File: config.mk
export PLATFORM = sky130hd
export DESIGN_NAME = lcd_scan_seq
export DESIGN_NICKNAME = d
export VERILOG_FILES = /design/src/rtl/lcdscan_pkg.sv /design/src/rtl/lcd_scan_timer.sv /design/src/rtl/lcd_dot_fetch.sv /design/src/rtl/lcd_seg_shifter.sv /design/src/rtl/lcd_scan_seq.sv
export SDC_FILE = /design/constraint.sdc
export NUM_CORES = 1
export LEC_CHECK = 0
export ABC_AREA = 1
export ABC_CLOCK_PERIOD_IN_PS = 2009
export BUFFER_PORTS_ARGS = -buffer_cell sky130_fd_sc_hd__buf_2
export CAP_MARGIN = 30
export CORE_UTILIZATION = 28
export CTS_BUF_LIST = sky130_fd_sc_hd__clkbuf_4
export CTS_CLUSTER_SIZE = 10
export DETAILED_ROUTE_END_ITERATION = 7
export PLACE_DENSITY = 0.58
export SYNTH_ARGS = -nofsm -noshare
export SYNTH_HDL_FRONTEND = slang
export SYNTH_SLANG_ARGS = --single-unit
export TNS_END_PERCENT = 100
File: constraint.sdc
create_clock -name clk -period 2.01 [get_ports clk]
set_clock_uncertainty 0.15 [all_clocks]
set_input_delay 0.402 -clock clk [delete_from_list [all_inputs] [get_ports clk]]
set_output_delay 0.402 -clock clk [all_outputs]
set_load 0.02 [all_outputs]
File: src/rtl/lcdscan_pkg.sv
package lcdscan_pkg;

    localparam int DOT_W         = 5;
    localparam int CHARS         = 16;
    localparam int SEG_W         = CHARS * DOT_W;
    localparam int ROWS_PER_LINE = 8;
    localparam int COMMONS       = 2 * ROWS_PER_LINE;
    localparam int ROW_W         = $clog2(COMMONS);
    localparam int CHR_W         = $clog2(CHARS);
    localparam int PROW_W        = $clog2(ROWS_PER_LINE);
    localparam int ADDR_W        = 7;
    localparam int CODE_W        = 8;
    localparam logic [ADDR_W-1:0] LINE2_BASE = 7'h40;

    typedef logic [ROW_W-1:0] row_t;

    typedef struct packed {
        logic disp_on;
        logic cursor_on;
        logic blink_on;
        logic seg_mirror;
        logic com_flip;
    } view_mode_t;

    typedef struct packed {
        logic             shift_en;
        logic             latch_en;
        row_t             row;
        logic [CHR_W-1:0] chr;
        logic [2:0]       dot;
    } scan_pos_t;

    function automatic logic [COMMONS-1:0] common_select(row_t r, logic flip);
        row_t idx;
        idx = flip ? {r[ROW_W-1], ~r[PROW_W-1:0]} : r;
        return COMMONS'(1) << idx;
    endfunction

    function automatic logic [ADDR_W-1:0] cell_addr(row_t r, logic [CHR_W-1:0] chr,
                                                    logic [CHR_W-1:0] ofs);
        logic [CHR_W-1:0] col;
        col = chr + ofs;
        return (r[ROW_W-1] ? LINE2_BASE : '0) | ADDR_W'(col);
    endfunction

endpackage

File: src/rtl/lcd_scan_timer.sv
module lcd_scan_timer
    import lcdscan_pkg::*;
#(
    parameter int COM_CLKS     = 160,
    parameter int BLINK_FRAMES = 32
) (
    input  logic      clk,
    input  logic      rst,
    output scan_pos_t pos,
    output logic      blink_phase,
    output logic      frame_alt
);
    localparam int CNT_W = $clog2(COM_CLKS);
    localparam int BF_W  = (BLINK_FRAMES > 1) ? $clog2(BLINK_FRAMES) : 1;

    logic [CNT_W-1:0] cnt;
    logic [BF_W-1:0]  bcnt;
    logic             fr_par;
    row_t             row;
    logic [CHR_W-1:0] chr;
    logic [2:0]       dot;
    logic             shift_en, latch_en, wrap;

    assign shift_en = cnt < CNT_W'(SEG_W);
    assign latch_en = cnt == CNT_W'(COM_CLKS - 1);
    assign wrap     = latch_en && (row == row_t'(COMMONS - 1));

    always_ff @(posedge clk) begin
        if (rst) begin
            cnt <= '0;
            row <= '0;
            chr <= '0;
            dot <= '0;
        end else begin
            cnt <= latch_en ? '0 : cnt + 1'b1;
            if (latch_en) begin
                row <= row + 1'b1;
                chr <= '0;
                dot <= '0;
            end else if (shift_en) begin
                if (dot == 3'(DOT_W - 1)) begin
                    dot <= '0;
                    chr <= chr + 1'b1;
                end else begin
                    dot <= dot + 1'b1;
                end
            end
        end
    end

    always_ff @(posedge clk) begin
        if (rst) begin
            fr_par      <= 1'b0;
            bcnt        <= '0;
            blink_phase <= 1'b0;
            frame_alt   <= 1'b0;
        end else begin
            if (latch_en) frame_alt <= fr_par;
            if (wrap) begin
                fr_par <= ~fr_par;
                if (bcnt == BF_W'(BLINK_FRAMES - 1)) begin
                    bcnt        <= '0;
                    blink_phase <= ~blink_phase;
                end else begin
                    bcnt <= bcnt + 1'b1;
                end
            end
        end
    end

    assign pos = '{shift_en: shift_en, latch_en: latch_en, row: row, chr: chr, dot: dot};

endmodule

File: src/rtl/lcd_dot_fetch.sv
module lcd_dot_fetch
    import lcdscan_pkg::*;
(
    input  scan_pos_t          pos,
    input  view_mode_t         mode,
    input  logic               blink_phase,
    input  logic [CHR_W-1:0]   shift_ofs,
    input  logic [ADDR_W-1:0]  cursor_addr,
    input  logic [CODE_W-1:0]  dd_code,
    input  logic [DOT_W-1:0]   pat_bits,
    output logic [ADDR_W-1:0]  dd_addr,
    output logic [CODE_W-1:0]  pat_code,
    output logic [PROW_W-1:0]  pat_row,
    output logic               dot_bit
);
    logic             at_cursor, solid;
    logic [DOT_W-1:0] row_bits;
    logic [2:0]       bit_sel;

    always_comb begin
        dd_addr   = cell_addr(pos.row, pos.chr, shift_ofs);
        pat_code  = dd_code;
        pat_row   = pos.row[PROW_W-1:0];
        at_cursor = dd_addr == cursor_addr;
        solid     = at_cursor && ((mode.blink_on && blink_phase) ||
                                  (mode.cursor_on && pat_row == PROW_W'(ROWS_PER_LINE - 1)));
        if (!mode.disp_on)
            row_bits = '0;
        else if (solid)
            row_bits = '1;
        else
            row_bits = pat_bits;
        bit_sel = 3'(DOT_W - 1) - pos.dot;
        dot_bit = row_bits[bit_sel];
    end

endmodule

File: src/rtl/lcd_seg_shifter.sv
module lcd_seg_shifter
    import lcdscan_pkg::*;
(
    input  logic               clk,
    input  logic               rst,
    input  scan_pos_t          pos,
    input  view_mode_t         mode,
    input  logic               dot_bit,
    output logic [SEG_W-1:0]   seg,
    output logic [COMMONS-1:0] com
);
    logic [SEG_W-1:0] sreg;

    always_ff @(posedge clk) begin
        if (rst) begin
            sreg <= '0;
            seg  <= '0;
            com  <= '0;
        end else begin
            if (pos.shift_en) begin
                if (mode.seg_mirror)
                    sreg <= {sreg[SEG_W-2:0], dot_bit};
                else
                    sreg <= {dot_bit, sreg[SEG_W-1:1]};
            end
            if (pos.latch_en) begin
                seg <= sreg;
                com <= common_select(pos.row, mode.com_flip);
            end
        end
    end

endmodule

File: src/rtl/lcd_scan_seq.sv
module lcd_scan_seq
    import lcdscan_pkg::*;
#(
    parameter int COM_CLKS     = 160,
    parameter int BLINK_FRAMES = 32
) (
    input  logic         clk,
    input  logic         rst,
    input  logic         disp_on,
    input  logic         cursor_on,
    input  logic         blink_on,
    input  logic         seg_mirror,
    input  logic         com_flip,
    input  logic [3:0]   shift_ofs,
    input  logic [6:0]   cursor_addr,
    output logic [6:0]   dd_addr,
    input  logic [7:0]   dd_code,
    output logic [7:0]   pat_code,
    output logic [2:0]   pat_row,
    input  logic [4:0]   pat_bits,
    output logic [79:0]  seg,
    output logic [15:0]  com,
    output logic         frame_alt
);
    scan_pos_t  pos;
    view_mode_t mode;
    logic       blink_phase;
    logic       dot_bit;

    assign mode = '{disp_on: disp_on, cursor_on: cursor_on, blink_on: blink_on,
                    seg_mirror: seg_mirror, com_flip: com_flip};

    lcd_scan_timer #(.COM_CLKS(COM_CLKS), .BLINK_FRAMES(BLINK_FRAMES)) u_timer (
        .clk(clk), .rst(rst), .pos(pos), .blink_phase(blink_phase), .frame_alt(frame_alt)
    );

    lcd_dot_fetch u_fetch (
        .pos(pos), .mode(mode), .blink_phase(blink_phase), .shift_ofs(shift_ofs),
        .cursor_addr(cursor_addr), .dd_code(dd_code), .pat_bits(pat_bits),
        .dd_addr(dd_addr), .pat_code(pat_code), .pat_row(pat_row), .dot_bit(dot_bit)
    );

    lcd_seg_shifter u_shift (
        .clk(clk), .rst(rst), .pos(pos), .mode(mode), .dot_bit(dot_bit),
        .seg(seg), .com(com)
    );

endmodule

==> impl_metrics.tcl <==
set metrics [dict create \
    synthDistinctLibCells 30 \
    num_vias 7682 \
    hold_class "input pin to flop" \
    placed_cells 1550 \
    drtIter0Drc 393 \
    path_class "flop to primary output" \
    die_area_mm2 0.0304 \
    clkLatencyLatePin_ns 0.65 \
    crit_fanout 2 \
    grt_setup_unrepaired "yes" \
    finalWorstSetupSlack_ns -0.364 \
    grt_max_degree 118 \
    gp_congestion 0.810 \
    required_ns 1.46 \
    holdWs_ns 0.115 \
    power.density_mw_per_mm2 759 \
    finalCritPeriodShare_pct 118 \
    cts_buffers 55 \
    drv_slew 0 \
    port_buffers 127 \
    status "complete, but fails checks" \
    crit_start "u_timer.chr[0]$_SDFFE_PP0P_" \
    tritoncts "built" \
    cts.sinks 203 \
    cts-root-buf "clkbuf_4" \
    core_mm2 0.0289 \
    yosys_register_bits 203 \
    p_leak_nw 4.37 \
    std_cell_rows 62 \
    place_hpwl_um 12200 \
    rrSetupSlack_ns -0.18 \
    crit_path_end_kind "primary output" \
    drtAntennaViolNets 0 \
    wl_um 22100 \
    die_h_um 174 \
    synth_area_mm2 0.00832 \
    nets 1291 \
    placed_area_mm2 0.00934 \
    ys_seq_area_share_pct 48.9 \
    grt_pass1_vias 6987 \
    drv_cap 0 \
    r2r-start "u_timer.chr[0]$_SDFFE_PP0P_" \
    overflow 0 \
    reg2reg_depth 15 \
    setup_violations 5 \
    utilization_pct 36.6 \
    grt_usage_pct 12.5 \
    worstSetupStartpointType "flop" \
    cp.arrival_ns 1.82 \
    die_x_um 174 \
    hold_viol_final 0 \
    crit_end "dd_addr[2]" \
    wire_per_inst_um 13.2 \
    avgViaCountPerCell 4.60 \
    place_ws_ns -0.313 \
    setup_tns_ns -1.39 \
    violations "negative setup slack" \
    drive_above_1_share_pct 23.3 \
    power_mw 8.03 \
    clock.fmax_ghz 0.421 \
    final_cells 1670 \
    h-tree-depth 2 \
    cts_max_path_buffers 3 \
    irDropWorstVdd_v 0.000312 \
    r2r-end "u_shift.sreg[0]$_SDFFE_PP0N_" \
    ios 146 \
    synthCells 1097 \
    grt_first_pass_wirelength_um 32300 \
    area_growth_pct 27.3 \
    start_util_pct 28.7 \
    fillCellCount 3027 \
    grt_antenna_before_repair 1 \
    path_clk_slew_ns 0.06 \
    yosys_warnings 0 \
    dr.pass1.iters 4 \
    stdcell_area_mm2 0.0106 \
    route.detailed.drc 0 \
    fin_crit_ns 2.37 \
    syn_avg_cell_area_um2 7.58 \
]
==> flip-flops by register name, indices dropped and copies added, names as in the netlist, 3 cells and up <==
signal,cells
u_shift.seg,80
u_shift.sreg,80
u_shift.com,16
u_timer.cnt,8
u_timer.bcnt,5
u_timer.chr,4
u_timer.row,4
u_timer.dot,3
==> worst min-delay path by stage <==
stage	from	to	slack (ns)	cells after the start
6_report	pat_bits[4]	u_shift.sreg[79]$_SDFFE_PP0N_	0.12	7
5_1_grt	com_flip	u_shift.com[7]$_SDFFE_PP0P_	0.08	5
4_1_cts	pat_bits[4]	u_shift.sreg[79]$_SDFFE_PP0N_	0.03	7
3_5_place_dp	u_shift.com[5]$_SDFFE_PP0P_	u_shift.com[5]$_SDFFE_PP0P_	0.29	2
3_3_place_gp	u_shift.com[5]$_SDFFE_PP0P_	u_shift.com[5]$_SDFFE_PP0P_	0.29	2
2_1_floorplan	u_timer.cnt[0]$_SDFF_PP0_	u_timer.cnt[0]$_SDFF_PP0_	0.27	1
==> routing by layer <==
layer	wire length [um]	vias to the layer above	part of all wire, %	GRT usage (%)
met4	476	0	2.2	5.67
met5	0	-	0	0
met3	1070	45	4.8	3.19
li1	-	3978	-	-
met1	10300	3504	46	15.3
met2	10300	155	47	20.4
==> worst max-delay path, stage by stage, from the launching register on <==
cell,delay [ns]
dfxtp_2,0.33
ha_4,0.16
fa_2,0.35
xnor2_2,0.16
inv_2,0.06
buf_6,0.13
==> synthesized netlist by cell type (all sizes together) <==
cell type	count	area [um2]
xor2	3	26.3
nand4	3	33.8
conb	1	3.75
nand3	17	90.1
o21a	2	15.0
a21boi	1	7.51
nor3	1	5.00
clkbuf	50	188
inv	114	428
a21oi	256	1280
o21ai	187	936
buf	38	248
nor3b	1	7.51
nand2	83	314
nor2	117	442
ha	12	150
fa	1	20.0
xnor2	4	35.0
dfxtp	203	4060
a211oi	1	7.51
nand3b	2	15.0
==> repair_timing <==
action	4_1_cts	5_1_grt
cloned	0	13
resized for setup	19	48
endpoints found under the hold margin	8	0
buffers inserted	6	5
hold buffers	2	0
setup endpoints to repair	27	96
pin swaps	7	8
==> cells in the final DEF, fill, tap and decap left out, drive strengths merged <==
master,n
a21oi,256
nand2,83
dfxtp,203
clkinv,10
clkbuf,91
a211oi,1
dlygate4sd3,2
clkinvlp,1
ha,12
nor3b,1
nor2,117
xnor2,4
nand3b,2
fa,1
nor3,1
inv,114
nand3,17
buf,171
nand4,3
xor2,3
a21boi,1
conb,2
o21a,2
o21ai,187
diode,1
==> cells by family after synthesis <==
group	count (synthesis)	synth area share (%)
and+or+nand+nor	224	10.9
DFF	203	48.9
buffers and inverters	202	10.4
xor gates and xnor gates	7	0.737
adders and majority gates	13	2.05
other	1	0.0451
AOI/OAI and AO/OA	447	27.0
==> area by class of cell <==
cell class / count / area, um2 / share of cell area (%)
clock inverter: 11 / 45.0 / 0.426
inverter: 114 / 438 / 4.14
tap: 384 / 480 / 4.54
antenna: 1 / 2.50 / 0.0236
clock buffer: 84 / 631 / 5.96
sequential: 203 / 4070 / 38.5
timing repair buffer: 180 / 1400 / 13.2
multi-input combinational: 693 / 3520 / 33.2
==> where the power goes <==
group | switching [mW] | leakage (nW) | total [mW] | internal (mW)
Combinational | 0.239 | 2.32 | 0.395 | 0.155
Sequential | 0.0163 | 1.64 | 4.06 | 4.04
Clock | 1.70 | 0.405 | 3.58 | 1.88
(Power assumes the default switching activity.)
